===== src/rtl/irqs_pkg.sv =====
package irqs_pkg;
    parameter int unsigned IRQS_PINS   = 6;
    parameter int unsigned IRQS_ENC    = 4;
    parameter int unsigned IRQS_CTRL_W = 16;
    parameter int unsigned IRQS_SYNC   = 2;
    parameter logic [15:0] IRQS_CTRL_RST = 16'h4000;

    typedef enum logic [1:0] {
        SENSE_FALL  = 2'b00,
        SENSE_RISE  = 2'b01,
        SENSE_LEVEL = 2'b10
    } sense_t;

    // Field order matches the register bit order (MSB first).
    typedef struct packed {
        logic        mask_all;    // 15: mask requests while NMI pin low
        logic        enc_mode;    // 14: lower pins form a priority code
        logic        nmi_always;  // 13: NMI ignores the block bit
        logic        spare;       // 12: stored only
        logic [11:0] sense;       // 2 bits per pin
    } ctrl_t;

    function automatic sense_t decode_sense(input logic [1:0] f);
        case (f)
            2'b00:   return SENSE_FALL;
            2'b01:   return SENSE_RISE;
            default: return SENSE_LEVEL;
        endcase
    endfunction

    function automatic logic code_idle(input logic [IRQS_ENC-1:0] c);
        return &c;
    endfunction
endpackage


===== src/rtl/irqs_sync.sv =====
module irqs_sync #(
    parameter int unsigned W      = 7,
    parameter int unsigned STAGES = 2,
    parameter logic [W-1:0] RST_VAL = '1
) (
    input  logic         clk,
    input  logic         rst,
    input  logic [W-1:0] d,
    output logic [W-1:0] q
);
    logic [W-1:0] chain [STAGES];

    always_ff @(posedge clk) begin
        if (rst) begin
            for (int s = 0; s < STAGES; s++) chain[s] <= RST_VAL;
        end else begin
            chain[0] <= d;
            for (int s = 1; s < STAGES; s++) chain[s] <= chain[s-1];
        end
    end

    assign q = chain[STAGES-1];
endmodule


===== src/rtl/irqs_ctrl_reg.sv =====
module irqs_ctrl_reg
    import irqs_pkg::*;
#(
    parameter int unsigned NPINS = IRQS_PINS
) (
    input  logic             clk,
    input  logic             rst,
    input  logic             we,
    input  logic [15:0]      wdata,
    output ctrl_t            ctrl_o,
    output logic [NPINS-1:0] flush_o
);
    ctrl_t ctrl_q;
    ctrl_t ctrl_w;

    assign ctrl_w = ctrl_t'(wdata);

    always_ff @(posedge clk) begin
        if (rst)     ctrl_q <= ctrl_t'(IRQS_CTRL_RST);
        else if (we) ctrl_q <= ctrl_w;
    end

    for (genvar p = 0; p < NPINS; p++) begin : g_flush
        assign flush_o[p] = we && (ctrl_w.sense[2*p +: 2] != ctrl_q.sense[2*p +: 2]);
    end

    assign ctrl_o = ctrl_q;
endmodule


===== src/rtl/irqs_pin_detect.sv =====
module irqs_pin_detect
    import irqs_pkg::*;
(
    input  logic   clk,
    input  logic   rst,
    input  logic   pin_s,
    input  sense_t sense,
    input  logic   clr,
    input  logic   flush,
    input  logic   hold_off,
    output logic   req_o
);
    logic prev_q;
    logic pend_q;
    logic hit;

    always_comb begin
        case (sense)
            SENSE_FALL: hit = prev_q & ~pin_s;
            SENSE_RISE: hit = ~prev_q & pin_s;
            default:    hit = 1'b0;
        endcase
    end

    always_ff @(posedge clk) begin
        if (rst) begin
            prev_q <= 1'b1;
            pend_q <= 1'b0;
        end else begin
            prev_q <= pin_s;
            if (flush || hold_off || sense == SENSE_LEVEL)
                pend_q <= 1'b0;
            else
                pend_q <= (pend_q & ~clr) | hit;
        end
    end

    assign req_o = (sense == SENSE_LEVEL) ? ~pin_s : pend_q;
endmodule


===== src/rtl/irqs_nmi_detect.sv =====
module irqs_nmi_detect (
    input  logic clk,
    input  logic rst,
    input  logic nmi_s,
    input  logic clr,
    input  logic blk,
    input  logic pass_always,
    output logic req_o
);
    logic prev_q;
    logic pend_q;

    always_ff @(posedge clk) begin
        if (rst) begin
            prev_q <= 1'b1;
            pend_q <= 1'b0;
        end else begin
            prev_q <= nmi_s;
            pend_q <= (pend_q & ~clr) | (prev_q & ~nmi_s);
        end
    end

    assign req_o = pend_q & (pass_always | ~blk);
endmodule


===== src/rtl/irq_sense_unit.sv =====
module irq_sense_unit
    import irqs_pkg::*;
#(
    parameter int unsigned NPINS  = IRQS_PINS,
    parameter int unsigned NENC   = IRQS_ENC,
    parameter int unsigned STAGES = IRQS_SYNC
) (
    input  logic             clk,
    input  logic             rst,
    input  logic             cfg_we,
    input  logic [15:0]      cfg_wdata,
    output logic [15:0]      cfg_rdata,
    input  logic [NPINS-1:0] irq_pin_i,
    input  logic             nmi_pin_i,
    input  logic             blk_i,
    input  logic [NPINS-1:0] irq_clr_i,
    input  logic             nmi_clr_i,
    output logic [NPINS-1:0] irq_req_o,
    output logic             lvl_valid_o,
    output logic [NENC-1:0]  lvl_code_o,
    output logic             nmi_req_o
);
    localparam int unsigned SW = NPINS + 1;

    ctrl_t            ctrl;
    logic [NPINS-1:0] flush;
    logic [SW-1:0]    sync_q;
    logic [NPINS-1:0] pin_s;
    logic             nmi_s;
    logic [NPINS-1:0] raw_req;
    logic             mask_now;
    logic [NENC-1:0]  code;

    irqs_ctrl_reg #(.NPINS(NPINS)) u_reg (
        .clk(clk), .rst(rst), .we(cfg_we), .wdata(cfg_wdata),
        .ctrl_o(ctrl), .flush_o(flush)
    );

    irqs_sync #(.W(SW), .STAGES(STAGES), .RST_VAL({SW{1'b1}})) u_sync (
        .clk(clk), .rst(rst), .d({nmi_pin_i, irq_pin_i}), .q(sync_q)
    );

    assign pin_s = sync_q[NPINS-1:0];
    assign nmi_s = sync_q[SW-1];
    assign mask_now = ctrl.mask_all & ~nmi_s;

    for (genvar p = 0; p < NPINS; p++) begin : g_pin
        localparam bit IN_ENC = (p < NENC);
        logic enc_here;
        assign enc_here = IN_ENC && ctrl.enc_mode;

        irqs_pin_detect u_det (
            .clk(clk), .rst(rst), .pin_s(pin_s[p]),
            .sense(decode_sense(ctrl.sense[2*p +: 2])),
            .clr(irq_clr_i[p]), .flush(flush[p]), .hold_off(enc_here),
            .req_o(raw_req[p])
        );

        assign irq_req_o[p] = raw_req[p] & ~enc_here & ~mask_now;
    end

    assign code        = pin_s[NENC-1:0];
    assign lvl_valid_o = ctrl.enc_mode & ~code_idle(code) & ~mask_now;
    assign lvl_code_o  = lvl_valid_o ? code : '0;

    irqs_nmi_detect u_nmi (
        .clk(clk), .rst(rst), .nmi_s(nmi_s), .clr(nmi_clr_i),
        .blk(blk_i), .pass_always(ctrl.nmi_always), .req_o(nmi_req_o)
    );

    assign cfg_rdata = ctrl;
endmodule


===== config.mk =====
export PLATFORM = sky130hd
export DESIGN_NAME = irq_sense_unit
export DESIGN_NICKNAME = d
export VERILOG_FILES = /design/src/rtl/irqs_pkg.sv /design/src/rtl/irqs_sync.sv /design/src/rtl/irqs_ctrl_reg.sv /design/src/rtl/irqs_pin_detect.sv /design/src/rtl/irqs_nmi_detect.sv /design/src/rtl/irq_sense_unit.sv
export SDC_FILE = /design/constraint.sdc
export NUM_CORES = 1
export LEC_CHECK = 0
export ABC_AREA = 1
export BUFFER_PORTS_ARGS = -buffer_cell sky130_fd_sc_hd__buf_2
export CAP_MARGIN = 20
export CORE_ASPECT_RATIO = 0.5
export CORE_MARGIN = 5
export CORE_UTILIZATION = 45
export DETAILED_ROUTE_END_ITERATION = 6
export PLACE_DENSITY = 0.78
export SLEW_MARGIN = 20
export SYNTH_ARGS = -nofsm -noshare
export SYNTH_HDL_FRONTEND = slang
export SYNTH_SLANG_ARGS = --single-unit

===== constraint.sdc =====
create_clock -name clk -period 1.05 [get_ports clk]
set_input_delay 0.21 -clock clk [delete_from_list [all_inputs] [get_ports clk]]
set_output_delay 0.21 -clock clk [all_outputs]
set_load 0.01 [all_outputs]

# Yosys cells after proc, flatten, opt, wreduce, memory -nomap -nowiden
# Memory sizes are Yosys's and may differ from the RTL's.
# Cells that the tools add are included.
# totals
ff_bits,30
ram_bits,14
inputBits,34
out_inout_bits,28
word_cells,171
n_memories,1
# memory_table
memory,depth,word_bits,read_ports,rd_ports_with_merged_regs,wr,line_no,text
u_sync.chain,2,7,2,0,2,irqs_sync.sv:11,logic [W-1:0] chain [STAGES];
# classes
n_eq_ne,24
muxes,24
bitwise,68
n_reduce_logical,35
# ops
operator,count
AND 1 bit,34
== test 2 x 1 -> 1 bit (second input constant),12
logical NOT 2 bit,12
NOT 1 bit,24
one-hot mux 2 bit (2 select lines),6
two-way mux 7 bit,2
== test 2 bit (second input constant),6
!= test 2 bit,6
one-hot mux 1 bit (2 select lines),6
OR reduction 2 bit,6
logical OR 1 bit,10
OR 1 bit,10
two-way mux 1 bit,9
logical AND 1 bit,6
two-way mux 4 bit,1
AND reduction 4 bit,1

# Depth between registers and ports, before layout
# Gate-level depths: netlist of the first run.
# logic_depth
depth_word,6
ltp_mapped,6
depth_no_buf,6

# Modules after synthesis
# Synthesis of the first run repeated with hierarchy kept, for this count alone.
# unflattened
cells_unflattened,387
area_unflattened_um2,2337.2
# by_module_without_submodules
mod,n_inst,cells_each,area_each_um2,seq_area_each_um2
irqs_pin_detect,6,25,133.9,40.0
irqs_ctrl_reg,1,124,800.8,320.3
irqs_sync,1,51,452.9,280.3
irq_sense_unit,1,51,198.9,0.0
irqs_nmi_detect,1,11,81.3,40.0

# Least setup slack after synthesis of the first run
# No wires, ideal clock.
# synth_timing
path_kind,flip-flop to output port
startpoint,"reg u_reg.ctrl_q, in the netlist u_reg.ctrl_o[15]"
endpoint,out irq_req_o[0]
arrival_ps,850
t_required_ps,840
slack_ps,-10
path_stages_with_launch,4
n_path_buf,0
cell_sequence,dfxtp_1 nand2_1 nand2_1 a211oi_1
# synth_via
elab_chain_cells,3
# synth_lines
element,line_no,text
"start, declared",irqs_ctrl_reg.sv:13,ctrl_t ctrl_q;
"start signal, assigned",irqs_ctrl_reg.sv:19,if (rst) ctrl_q <= ctrl_t'(IRQS_CTRL_RST);
"start signal, assigned",irqs_ctrl_reg.sv:20,else if (we) ctrl_q <= ctrl_w;
AND 1 bit,irq_sense_unit.sv:45,assign mask_now = ctrl.mask_all & ~nmi_s;
NOT 1 bit,irq_sense_unit.sv:59,assign irq_req_o[p] = raw_req[p] & ~enc_here & ~mask_now;
AND 1 bit,irq_sense_unit.sv:59,
"end, declared",irq_sense_unit.sv:18,"output logic [NPINS-1:0] irq_req_o,"
# No other way between the ends.

==> impl_results.md, run 1 <==
* Routed via count at 1818
* Count of fill cells added during filler insertion at 322
* Type of the setup path with the least slack: reg -> out
* Routed via count divided by cell count at 4.69
* Average wire per standard cell at 13.4 um
* Largest net degree at the start of global routing at 22
* Worst Tran Pin Value at 0.311 ns
* Worst-path maximum fanout at 3
* CTS clock-pin slew for the worst setup and hold paths at 0.09 ns
* Number of CTS-inserted buffers at 5
* Post-synth cell types at 21
* Start of the worst register-to-register path: u_reg.ctrl_o[8]
* Arrival @ worst endpoint at 1.22 ns
* Routability Congestion at 0.785
* Power density of the placed cells at 1390 nW/um2
* Required time of the worst setup path at 0.84 ns
* Total power draw at 0.00384 W
* Synth top area cells: sky130_fd_sc_hd__dfxtp_1 (46%), sky130_fd_sc_hd__inv_1 (8.0%), sky130_fd_sc_hd__o21ai_2 (6.4%), sky130_fd_sc_hd__nand2_1 (6.3%), sky130_fd_sc_hd__nor2_1 (6.3%)
* Type of the worst min-delay path: in -> reg
* IR Drop Worst-Case VDD at 767 uV
* Worst Setup Start Kind: register
* Proportion of netlist area held by the largest area contributor at 45.9%
* First-pass iteration count of the detailed router at 4
* Count of pins over their slew limit at 0
* Average cell area after synthesis at 7.96 um2
* Worst hold path stage count at 2
* Unrepaired setup endpoints after global routing: yes
* Worst hold start: nmi_clr_i
* Final hold violation count at 0
* Total core area at 4000 um2
* Die area at 5750 um2
* Result of the run: complete, but fails checks
* Part of the cycle the worst path needs at 136%
* Num Clock Sinks at between 40 and 50
* Vias in the first global route at 1686
* Initial Util at between 40 and 50%
* # H-tree levels at 2
* Violated checks: setup timing
* Highest clock frequency the design can meet at 699 MHz
* Clock insertion delay at the later pin of the skew report at 0.31 ns
* Row cnt at 16
* Fin util at 69.0%
* Worst setup slack for register-to-register paths at 0.01 ns
* R2r worst-path depth at 7
* Net count after synthesis at 275
* Capture point of the worst reg-to-reg path: g_pin[4].u_det.pend_q
* Aggregate global routing overflow at 0
* Hold buffer count at cts at 0
* Wire length after detailed routing at 5220 um
* Cell area after synthesis at 1920 um2
* Synth-to-layout area growth at 44.0%
* Overall die height at around 56 um
* Fraction of the yosys area taken by sequential cells at 45.9%
* Hold EP: u_nmi.pend_q
* Leakage component of the power at 1.37 nW
* DPL Wire Length at 3430 um
* Horiz. Die Dim at 102 um
* Antenna violations before repair at 0
* Clock skew at 0.00795 ns
* Share of layout cells above drive strength 1 at 52.4%
* Min Clock Period, post-route at 1.43 ns
* Count of maximum capacitance violations at 0
* NumNets Final at about 370
* Diode insertion count for antenna repair at 0
* Post-DRT Antenna Nets at 0
* Minimum setup slack in the final design at -0.381 ns
* Overall fraction of global-route tracks in use at 17.4%
* Number of setup violations in the final report at 19
* Hold Slack at 0.0759 ns
* Cell type with the largest total area after synthesis: sky130_fd_sc_hd__dfxtp_1
* First-pass GRT wire length at 7800 um
* CTS root buf: sky130_fd_sc_hd__clkbuf_8
* Syn. warnings at 0
* Max clock buf depth at 2
* Number of flip-flops and latches in the synthesized netlist at 44
* Crit path capture type: output pin
* CTS tree: built
* Remaining max-slew budget at the tightest pin at 79.2%
* Post-detailed-route DRC marker count at 0
* Iteration-0 DRC Markers at 39
* Top-Level Pins at 62
* I/O Buffers at 61
* Gate Count Post-Synth at approximately 240
==> cell usage in the layout, fill, tap and decap left out, drive strengths merged <==
cell type  count
or2           16
a21oi         15
nor3           6
buf           95
nand2         32
clkinvlp       1
clkbuf         5
nor2          32
bufinv         1
o31ai          1
nand3         14
inv           43
nand4          1
o21ai         22
a211oi         6
dfxtp         44
==> timing repair <==
item,CTS,global route
gates cloned,0,0
setup buffers,7,12
endpoints found under the setup margin,26,28
pin swaps,2,2
resized for setup,46,13
==> worst max-delay path by stage <==
stage	startpoint	end	slack, ns
floorplan	u_reg.ctrl_o[15]	irq_req_o[0]	-0.01
global placement	u_sync.chain[0][13]	irq_req_o[1]	-0.13
detailed placement	u_sync.chain[0][13]	irq_req_o[3]	-0.16
CTS	u_sync.chain[0][13]	irq_req_o[5]	-0.42
global route	u_sync.chain[0][13]	irq_req_o[5]	-0.44
finish	u_sync.chain[0][13]	irq_req_o[5]	-0.38
==> registers in the layout, summed over array words and instances (netlist names) <==
name,count
u_nmi.pend_q,1
u_sync.chain,14
g_pin.u_det.prev_q,6
u_reg.ctrl_o,16
g_pin.u_det.pend_q,6
u_nmi.prev_q,1
==> Yosys cell counts <==
| cell type | n |
|---|---|
| sky130_fd_sc_hd__a21oi_2 | 8 |
| sky130_fd_sc_hd__o21ai_2 | 14 |
| sky130_fd_sc_hd__o21ai_1 | 1 |
| sky130_fd_sc_hd__or2_2 | 15 |
| sky130_fd_sc_hd__a211oi_1 | 6 |
| sky130_fd_sc_hd__inv_2 | 1 |
| sky130_fd_sc_hd__clkbuf_8 | 1 |
| sky130_fd_sc_hd__dfxtp_1 | 44 |
| sky130_fd_sc_hd__nand3_1 | 14 |
| sky130_fd_sc_hd__buf_6 | 5 |
| sky130_fd_sc_hd__buf_12 | 1 |
| sky130_fd_sc_hd__inv_1 | 41 |
| sky130_fd_sc_hd__nand4_1 | 1 |
| sky130_fd_sc_hd__or2_1 | 1 |
| sky130_fd_sc_hd__nor2_1 | 32 |
| sky130_fd_sc_hd__o31ai_1 | 1 |
| sky130_fd_sc_hd__nand2_1 | 32 |
| sky130_fd_sc_hd__a21oi_1 | 7 |
| sky130_fd_sc_hd__nor3_1 | 6 |
| sky130_fd_sc_hd__buf_4 | 3 |
| sky130_fd_sc_hd__o21ai_0 | 7 |
==> worst max-delay path, cell delays in order (launching register included) <==
cell                       delay (ns)
sky130_fd_sc_hd__dfxtp_2         0.33
sky130_fd_sc_hd__inv_2           0.04
sky130_fd_sc_hd__nand2_4         0.08
sky130_fd_sc_hd__buf_6           0.11
sky130_fd_sc_hd__inv_4           0.03
sky130_fd_sc_hd__a211oi_2        0.16
sky130_fd_sc_hd__buf_2           0.16
==> layer usage <==
metal	up-vias	share of wire [%]	global-route usage, %
li1	933	-	-
met2	41	52	31.7
met1	834	42	19.4
met5	-	0	0
met3	10	4.7	4.38
met4	0	1.4	6.17
==> kinds of logic after synthesis <==
| kind of cell | count (synthesis) | share of synthesized area, % |
|---|---|---|
| compound gates | 44 | 16.7 |
| buf+inv | 52 | 14.1 |
| flops | 44 | 45.9 |
| simple gates | 101 | 23.3 |
==> per-stage QoR <==
stage	cell area (um2)	setup slack (ns)	cells	TNS (ns)
global route	2760	-0.438	388	-4.80
floorplan	1930	-0.0102	241	-0.0407
finish	2760	-0.381	388	-3.89
CTS	2650	-0.416	377	-4.35
global placement	2380	-0.133	366	-0.770
detailed placement	2380	-0.163	366	-1.15
==> where the power goes <==
| group | total, W | internal (W) | switching (W) |
|---|---|---|---|
| clock | 0.00135 | 0.000717 | 0.000634 |
| combinational | 0.000677 | 0.000342 | 0.000335 |
| sequential | 0.00181 | 0.00175 | 0.0000678 |
| total | 0.00384 | 0.00281 | 0.00104 |
==> area by class of cell <==
cell class                      count  area [um2]  share of cell area (%)
Clock buffer                        5        68.8                    2.49
Tap cell                           54        67.6                    2.45
Multi-Input combinational cell    145         823                    29.8
Sequential cell                    44         925                    33.5
Timing Repair Buffer               95         672                    24.3
Clock inverter                      3        46.3                    1.68
Inverter                           42         160                    5.80
(Power assumes the default switching activity.)
==> run 2, diff against run 1 <==
ABC_CLOCK_PERIOD_IN_PS = 1050   (was unset)
SKIP_CTS_REPAIR_TIMING = 1   (was unset)
==> run 2 against run 1 <==
Net effect: the run still ends with setup timing left; die area is the same; fmax down 5.0%; clock skew is 0.0022 ns lower; non-clock buffer count decreased by 3; worst hold slack gained 0.0033 ns; critical path depth decreased by 1; critical endpoint is now irq_req_o[0]; final area shrank 1.6%; via count down 0.94%; sequential share of layout area up 0.40 points; largest cell class unchanged; combinational power decreased by 4.3%; first-iteration DRC count is 23% higher.
==> impl_results.md, run 2 (same netlist as run 1, synthesis figures left out) <==
* Result of the run: complete, but fails checks (unchanged)
* Violated checks: setup timing (unchanged)
* Type of the worst min-delay path: in -> reg (unchanged)
* Diode insertion count for antenna repair at 0 (unchanged)
* Power density of the placed cells at 1400 nW/um2 (was 1390 nW/um2)
* IR Drop Worst-Case VDD at 773 uV (was 767 uV)
* Top-Level Pins at 62 (unchanged)
* Vias in the first global route at 1640 (was 1686)
* Routed via count divided by cell count at 4.68 (was 4.69)
* Horiz. Die Dim at 102 um (unchanged)
* First-pass iteration count of the detailed router at 4 (unchanged)
* Sequential cell area at 921 um2 (was 925 um2)
* CTS root buf: sky130_fd_sc_hd__clkbuf_8 (unchanged)
* R2r worst-path depth at 6 (was 7)
* Remaining max-slew budget at the tightest pin at 79.4% (was 79.2%)
* CTS clock-pin slew for the worst setup and hold paths at 0.09 ns (about the same)
* Worst slack at placement at -0.163 ns (unchanged)
* Num Clock Sinks at 44 (unchanged)
* I/O Buffers at 61 (unchanged)
* Overall fraction of global-route tracks in use at 16.1% (was 17.4%)
* Worst-path maximum fanout at 4 (was 3)
* Count of maximum capacitance violations at 0 (unchanged)
* Max reg flops at 16 (unchanged)
* Clock insertion delay at the later pin of the skew report at 0.30 ns (was 0.31 ns)
* Arrival @ worst endpoint at 1.30 ns (was 1.22 ns)
* Worst hold start: irq_pin_i[2] (was nmi_clr_i)
* Leakage component of the power at 1.36 nW (was 1.37 nW)
* Clock skew at 0.00572 ns (was 0.00795 ns)
* Die area at 5750 um2 (unchanged)
* # H-tree levels at 2 (unchanged)
* Share of layout cells above drive strength 1 at 49.8% (was 52.4%)
* Start of the worst register-to-register path: u_reg.ctrl_o[14] (was u_reg.ctrl_o[8])
* Worst Tran Pin Value at 0.309 ns (was 0.311 ns)
* Post-detailed-route DRC marker count at 0 (unchanged)
* Average wire per standard cell at 12.7 um (was 13.4 um)
* Max clock buf depth at 2 (unchanged)
* Antenna violations before repair at 0 (unchanged)
* Most frequent cells in the layout: sky130_fd_sc_hd__buf_2 (54), sky130_fd_sc_hd__inv_1 (38), sky130_fd_sc_hd__nor2_1 (32), sky130_fd_sc_hd__nand2_1 (30), sky130_fd_sc_hd__dfxtp_1 (28) (was sky130_fd_sc_hd__buf_2 (54), sky130_fd_sc_hd__inv_1 (37), sky130_fd_sc_hd__nor2_1 (32), sky130_fd_sc_hd__nand2_1 (29), sky130_fd_sc_hd__dfxtp_1 (25))
* Min Clock Period, post-route at 1.51 ns (was 1.43 ns)
* Wire length after detailed routing at 4880 um (was 5220 um)
* Total power draw at 0.00380 W (was 0.00384 W)
* Multi-input gate area in the final layout at 806 um2 (was 823 um2)
* Minimum setup slack in the final design at -0.457 ns (was -0.381 ns)
* Routability Congestion at 0.785 (unchanged)
* Unrepaired setup endpoints after global routing: yes (unchanged)
* Worst Setup Start Kind: register (unchanged)
* Final cell count without fillers at 385 (was 388)
* Highest clock frequency the design can meet at 664 MHz (was 699 MHz)
* Aggregate global routing overflow at 0 (unchanged)
* Iteration-0 DRC Markers at 48 (was 39)
* CTS tree: built (unchanged)
* First-pass GRT wire length at 7300 um (was 7800 um)
* Post-DRT Antenna Nets at 0 (unchanged)
* Count of fill cells added during filler insertion at 326 (was 322)
* NumNets Final at 364 (was 367)
* Total core area at 4000 um2 (unchanged)
* Worst hold path stage count at 2 (unchanged)
* Most common cell after layout, fill and taps aside: sky130_fd_sc_hd__buf_2 (unchanged)
* Routed via count at 1801 (was 1818)
* Synth-to-layout area growth at 41.7% (was 44.0%)
* Largest net degree at the start of global routing at 22 (unchanged)
* Number of CTS-inserted buffers at 5 (unchanged)
* Fin util at 67.9% (was 69.0%)
* Number of setup violations in the final report at 19 (unchanged)
* Initial Util at 47.9% (unchanged)
* Setup crit start: u_sync.chain[0][13] (unchanged)
* Overall die height at 56.2 um (unchanged)
* DPL Wire Length at 3430 um (unchanged)
* Number of placed cells counting well taps at 366 (unchanged)
* Row cnt at 16 (unchanged)
* Ordered cell list for the critical path: inv_2, nand2_4, nand2_2, a211oi_1, buf_2 (was inv_2, nand2_4, buf_6, inv_4, a211oi_2, buf_2)
* Type of the setup path with the least slack: reg -> out (unchanged)
* Required time of the worst setup path at 0.84 ns (about the same)
* Count of pins over their slew limit at 0 (unchanged)
* Part of the cycle the worst path needs at 144% (was 136%)
* Largest stage delay on the critical path at 0.33 ns (about the same)
* Final hold violation count at 0 (unchanged)
* Crit path capture type: output pin (unchanged)
* Hold Slack at 0.0792 ns (was 0.0759 ns)
* Slowest stage cell, crit path: sky130_fd_sc_hd__dfxtp_2 (unchanged)
==> run 2: changes by cell type in the layout (fill, tap and decap cells not counted) <==
cell	change
sky130_fd_sc_hd__nand2_4	-1
sky130_fd_sc_hd__nand3_2	-1
sky130_fd_sc_hd__nand2_1	+1
sky130_fd_sc_hd__inv_1	+1
sky130_fd_sc_hd__nand3_1	+1
sky130_fd_sc_hd__a211oi_2	-1
sky130_fd_sc_hd__inv_2	-1
sky130_fd_sc_hd__dfxtp_2	-3
sky130_fd_sc_hd__dfxtp_1	+3
sky130_fd_sc_hd__a211oi_1	+1
sky130_fd_sc_hd__buf_4	-3
==> run 2: layer usage <==
| layer | GRT usage [%] | part of all wire, % | vias to the layer above |
|---|---|---|---|
| met5 | 0 | 0 | - |
| met1 | 18.5 | 42 | 820 |
| li1 | - | - | 932 |
| met3 | 4.13 | 5.1 | 7 |
| met4 | 5.79 | 1.2 | 0 |
| met2 | 28.5 | 52 | 42 |
==> run 2: worst paths after layout <==
path                                 to  slack [ns]
hold reg to reg     u_sync.chain[0][11]        0.41
setup / recovery           irq_req_o[0]       -0.46
setup reg to reg  g_pin[1].u_det.pend_q        0.04
hold / removal       u_sync.chain[0][2]        0.08
==> run 2: cell type report <==
class	count	share of cell area, %
Sequential cell	44	33.9
Inverter	42	5.89
Timing Repair Buffer	92	23.9
Clock inverter	3	1.70
Tap cell	54	2.49
Clock buffer	5	2.53
Multi-Input combinational cell	145	29.6
==> run 2: through the flow <==
stage	instance area, um2	TNS, ns
finish	2720	-4.52
CTS	2490	-6.22
detailed placement	2380	-1.15
global placement	2380	-0.770
global route	2720	-5.64
floorplan	1930	-0.0407
==> run 2: power by group <==
part / total (W) / internal (W) / switching [W]
clock: 0.00134 / 0.000717 / 0.000620
combinational: 0.000648 / 0.000330 / 0.000319
sequential: 0.00181 / 0.00175 / 0.0000666
total: 0.00380 / 0.00279 / 0.00100
==> run 2: critical path, delay by kind of cell (launching register included) <==
kind                   cells  cell delay, ns
AOI/OAI and AO/OA          1            0.22
and+or+nand+nor            2            0.20
buffers and inverters      2            0.24
DFF                        1            0.33
==> run 3, diff against run 2 <==
CELL_PAD_IN_SITES_DETAIL_PLACEMENT = 0   (was unset)
CELL_PAD_IN_SITES_GLOBAL_PLACEMENT = 1   (was unset)
CORE_UTILIZATION = 36   (was 45)
PLACE_DENSITY = 0.85   (was 0.78)
==> run 3 against run 2 <==
Net effect: the run still ends with setup timing left; worst setup slack better by 0.085 ns; critical path depth is 1 higher; first-iteration DRC count is 8.3% higher; fmax is 6.0% higher; critical path type unchanged; non-clock buffer count is 9 lower; flip-flop and latch count stayed put; total power is 6.9% lower; critical endpoint is now irq_req_o[5]; routed wire length is 10% lower; clock power is 17% lower; combinational power is 6.3% lower; clock skew is 0.0012 ns higher; largest cell class unchanged; worst hold slack better by 0.022 ns.
==> impl_results.md, run 3 (same netlist as run 1, synthesis figures left out) <==
* Slowest stage cell, crit path: sky130_fd_sc_hd__dfxtp_2 (unchanged)
* Min Clock Period, post-route at 1.42 ns (was 1.51 ns)
* Post-detailed-route DRC marker count at 0 (unchanged)
* Worst-path maximum fanout at 3 (was 4)
* IR Drop Worst-Case VDD at 733 uV (was 773 uV)
* Leakage component of the power at 1.31 nW (was 1.36 nW)
* Overall die height at 61.6 um (was 56.2 um)
* Num Clock Sinks at 44 (unchanged)
* P_sw at 0.000895 W (was 0.00100 W)
* Busiest grt layer: met2 (unchanged)
* Total core area at 5040 um2 (was 4000 um2)
* Die area at 6980 um2 (was 5750 um2)
* NumNets Final at 355 (was 364)
* Vias in the first global route at 1653 (was 1640)
* Wire length after detailed routing at 4390 um (was 4880 um)
* Horiz. Die Dim at 113 um (was 102 um)
* Synth-to-layout area growth at 39.7% (was 41.7%)
* Most frequent cells in the layout: sky130_fd_sc_hd__buf_2 (54), sky130_fd_sc_hd__inv_1 (37), sky130_fd_sc_hd__nor2_1 (32), sky130_fd_sc_hd__nand2_1 (29), sky130_fd_sc_hd__dfxtp_1 (23) (was sky130_fd_sc_hd__buf_2 (54), sky130_fd_sc_hd__inv_1 (38), sky130_fd_sc_hd__nor2_1 (32), sky130_fd_sc_hd__nand2_1 (30), sky130_fd_sc_hd__dfxtp_1 (28))
* Most common cell after layout, fill and taps aside: sky130_fd_sc_hd__buf_2 (unchanged)
* First-pass GRT wire length at 6980 um (was 7300 um)
* Routed via count divided by cell count at 4.41 (was 4.68)
* Worst Setup Start Kind: register (unchanged)
* Aggregate global routing overflow at 0 (unchanged)
* Post-DRT Antenna Nets at 0 (unchanged)
* Count of maximum capacitance violations at 0 (unchanged)
* # H-tree levels at 2 (unchanged)
* Unrepaired setup endpoints after global routing: yes (unchanged)
* Antenna violations before repair at 0 (unchanged)
* Number of buffers and inverters on the critical path at 4 (was 2)
* Arrival @ worst endpoint at 1.21 ns (was 1.30 ns)
* Routed via count at 1726 (was 1801)
* Sequential cell area at 927 um2 (was 921 um2)
* Final cell count without fillers at 391 (was 385)
* Largest stage delay on the critical path at 0.33 ns (about the same)
* Switching fraction of total power at 25.3% (was 26.5%)
* Count of fill cells added during filler insertion at 493 (was 326)
* CTS clock-pin slew for the worst setup and hold paths at 0.07 ns (was 0.09 ns)
* Top-Level Pins at 62 (unchanged)
* Met3 capacity usage during global routing at 3.83% (was 4.13%)
* Diode insertion count for antenna repair at 0 (unchanged)
* Setup total negative slack at -3.45 ns (was -4.52 ns)
* Crit path max-delay family: buffers and inverters (was flip-flops)
* Worst Tran Pin Value at 0.305 ns (was 0.309 ns)
* Required time of the worst setup path at 0.84 ns (about the same)
* First-pass iteration count of the detailed router at 4 (unchanged)
* Routability Congestion at 0.773 (was 0.785)
* Clock skew at 0.00694 ns (was 0.00572 ns)
* DPL Wire Length at 3410 um (was 3430 um)
* Fin util at 53.1% (was 67.9%)
* Part of the cycle the worst path needs at 135% (was 144%)
* Max reg flops at 16 (unchanged)
* Type of the setup path with the least slack: reg -> out (unchanged)
* Clk network pwr share at 31.4% (was 35.2%)
* Remaining max-slew budget at the tightest pin at 79.7% (was 79.4%)
* Average wire per standard cell at 11.2 um (was 12.7 um)
* Worst slack at placement at -0.162 ns (was -0.163 ns)
* CTS root buf: sky130_fd_sc_hd__clkbuf_8 (unchanged)
* Overall fraction of global-route tracks in use at 12.5% (was 16.1%)
* I/O Buffers at 61 (unchanged)
* Number of setup violations in the final report at 17 (was 19)
* Count of pins over their slew limit at 0 (unchanged)
* Minimum setup slack in the final design at -0.372 ns (was -0.457 ns)
* Share of layout cells above drive strength 1 at 50.8% (was 49.8%)
* Highest clock frequency the design can meet at 703 MHz (was 664 MHz)
* Crit path capture type: output pin (unchanged)
* Number of placed cells counting well taps at 382 (was 366)
* Share of power burned in registers at 51.4% (was 47.7%)
* Grt met1 use at 14.7% (was 18.5%)
* Final hold violation count at 0 (unchanged)
* Violated checks: setup timing (unchanged)
* Ordered cell list for the critical path: inv_2, nand2_4, buf_6, inv_4, a211oi_2, buf_2 (was inv_2, nand2_4, nand2_2, a211oi_1, buf_2)
* Initial Util at 38.0% (was 47.9%)
* Power density of the placed cells at 1320 nW/um2 (was 1400 nW/um2)
* Multi-input gate area in the final layout at 813 um2 (was 806 um2)
* Int Pwr at 0.00264 W (was 0.00279 W)
* Result of the run: complete, but fails checks (unchanged)
* Max clock buf depth at 2 (unchanged)
* Met2 GRT Util at 22.9% (was 28.5%)
* Largest net degree at the start of global routing at 22 (unchanged)
* Number of CTS-inserted buffers at 5 (unchanged)
* Combinational share of power at 17.2% (was 17.1%)
* Clock insertion delay at the later pin of the skew report at 0.29 ns (was 0.30 ns)
* CTS tree: built (unchanged)
* Type of the worst min-delay path: in -> reg (unchanged)
* Iteration-0 DRC Markers at 52 (was 48)
* Row cnt at 18 (was 16)
-- run 3: changes by cell type in the layout (fill, tap and decap cells not counted), moves of 2 or more --
cell and delta:
sky130_fd_sc_hd__buf_4 -10, sky130_fd_sc_hd__dfxtp_1 -5, sky130_fd_sc_hd__dfxtp_2 +5, sky130_fd_sc_hd__clkbuf_8 +2
-- run 3: path summary, 6_finish.rpt --
check	from	to	slack, ns	depth (start not counted)
worst max-delay path	u_sync.chain[0][13]	irq_req_o[5]	-0.37	6
worst max register to register	u_reg.ctrl_o[14]	g_pin[0].u_det.pend_q	0.16	6
worst min register to register	u_sync.chain[0][3]	u_sync.chain[0][10]	0.41	1
worst min-delay path	irq_pin_i[5]	u_sync.chain[0][5]	0.10	2
-- run 3: layer usage --
layer,vias up,share of wire (%),wire length (um)
met5,-,0,0
met4,0,0.96,42
met3,7,3.9,173
met2,26,48,2110
met1,777,47,2070
li1,916,-,-
-- run 3: worst reg2reg max path, cell delays in order, from the launching register on --
cell                      delay [ns]
sky130_fd_sc_hd__dfxtp_2        0.33
sky130_fd_sc_hd__inv_1          0.07
sky130_fd_sc_hd__buf_4          0.12
sky130_fd_sc_hd__nand2_2        0.07
sky130_fd_sc_hd__nor2_1         0.10
sky130_fd_sc_hd__nand2_1        0.07
sky130_fd_sc_hd__nor2_1         0.07
-- run 3: cell type report --
| class | count | share of cell area, % |
|---|---|---|
| clock buffer | 7 | 3.60 |
| inverter | 42 | 5.98 |
| multi-input combinational | 145 | 30.4 |
| sequential | 44 | 34.6 |
| tap | 70 | 3.27 |
| timing repair buffer | 83 | 22.2 |
-- run 3: power by group through the flow --
stage          Clock (W)  Sequential [W]  Combinational [W]
6_report         0.00111         0.00182           0.000607
3_5_place_dp           0         0.00185           0.000559
4_1_cts          0.00115         0.00181           0.000561
2_1_floorplan          0         0.00186           0.000305
3_3_place_gp           0         0.00185           0.000549
5_1_grt          0.00121         0.00183           0.000671
-- run 3: per-stage QoR --
step           instance area, um2  hold WS, ns  power, W
3_5_place_dp                 2410        0.395   0.00241
3_3_place_gp                 2410        0.393   0.00239
6_report                     2680        0.101   0.00354
4_1_cts                      2500       0.0947   0.00352
5_1_grt                      2680       0.0940   0.00371
2_1_floorplan                1930        0.310   0.00217
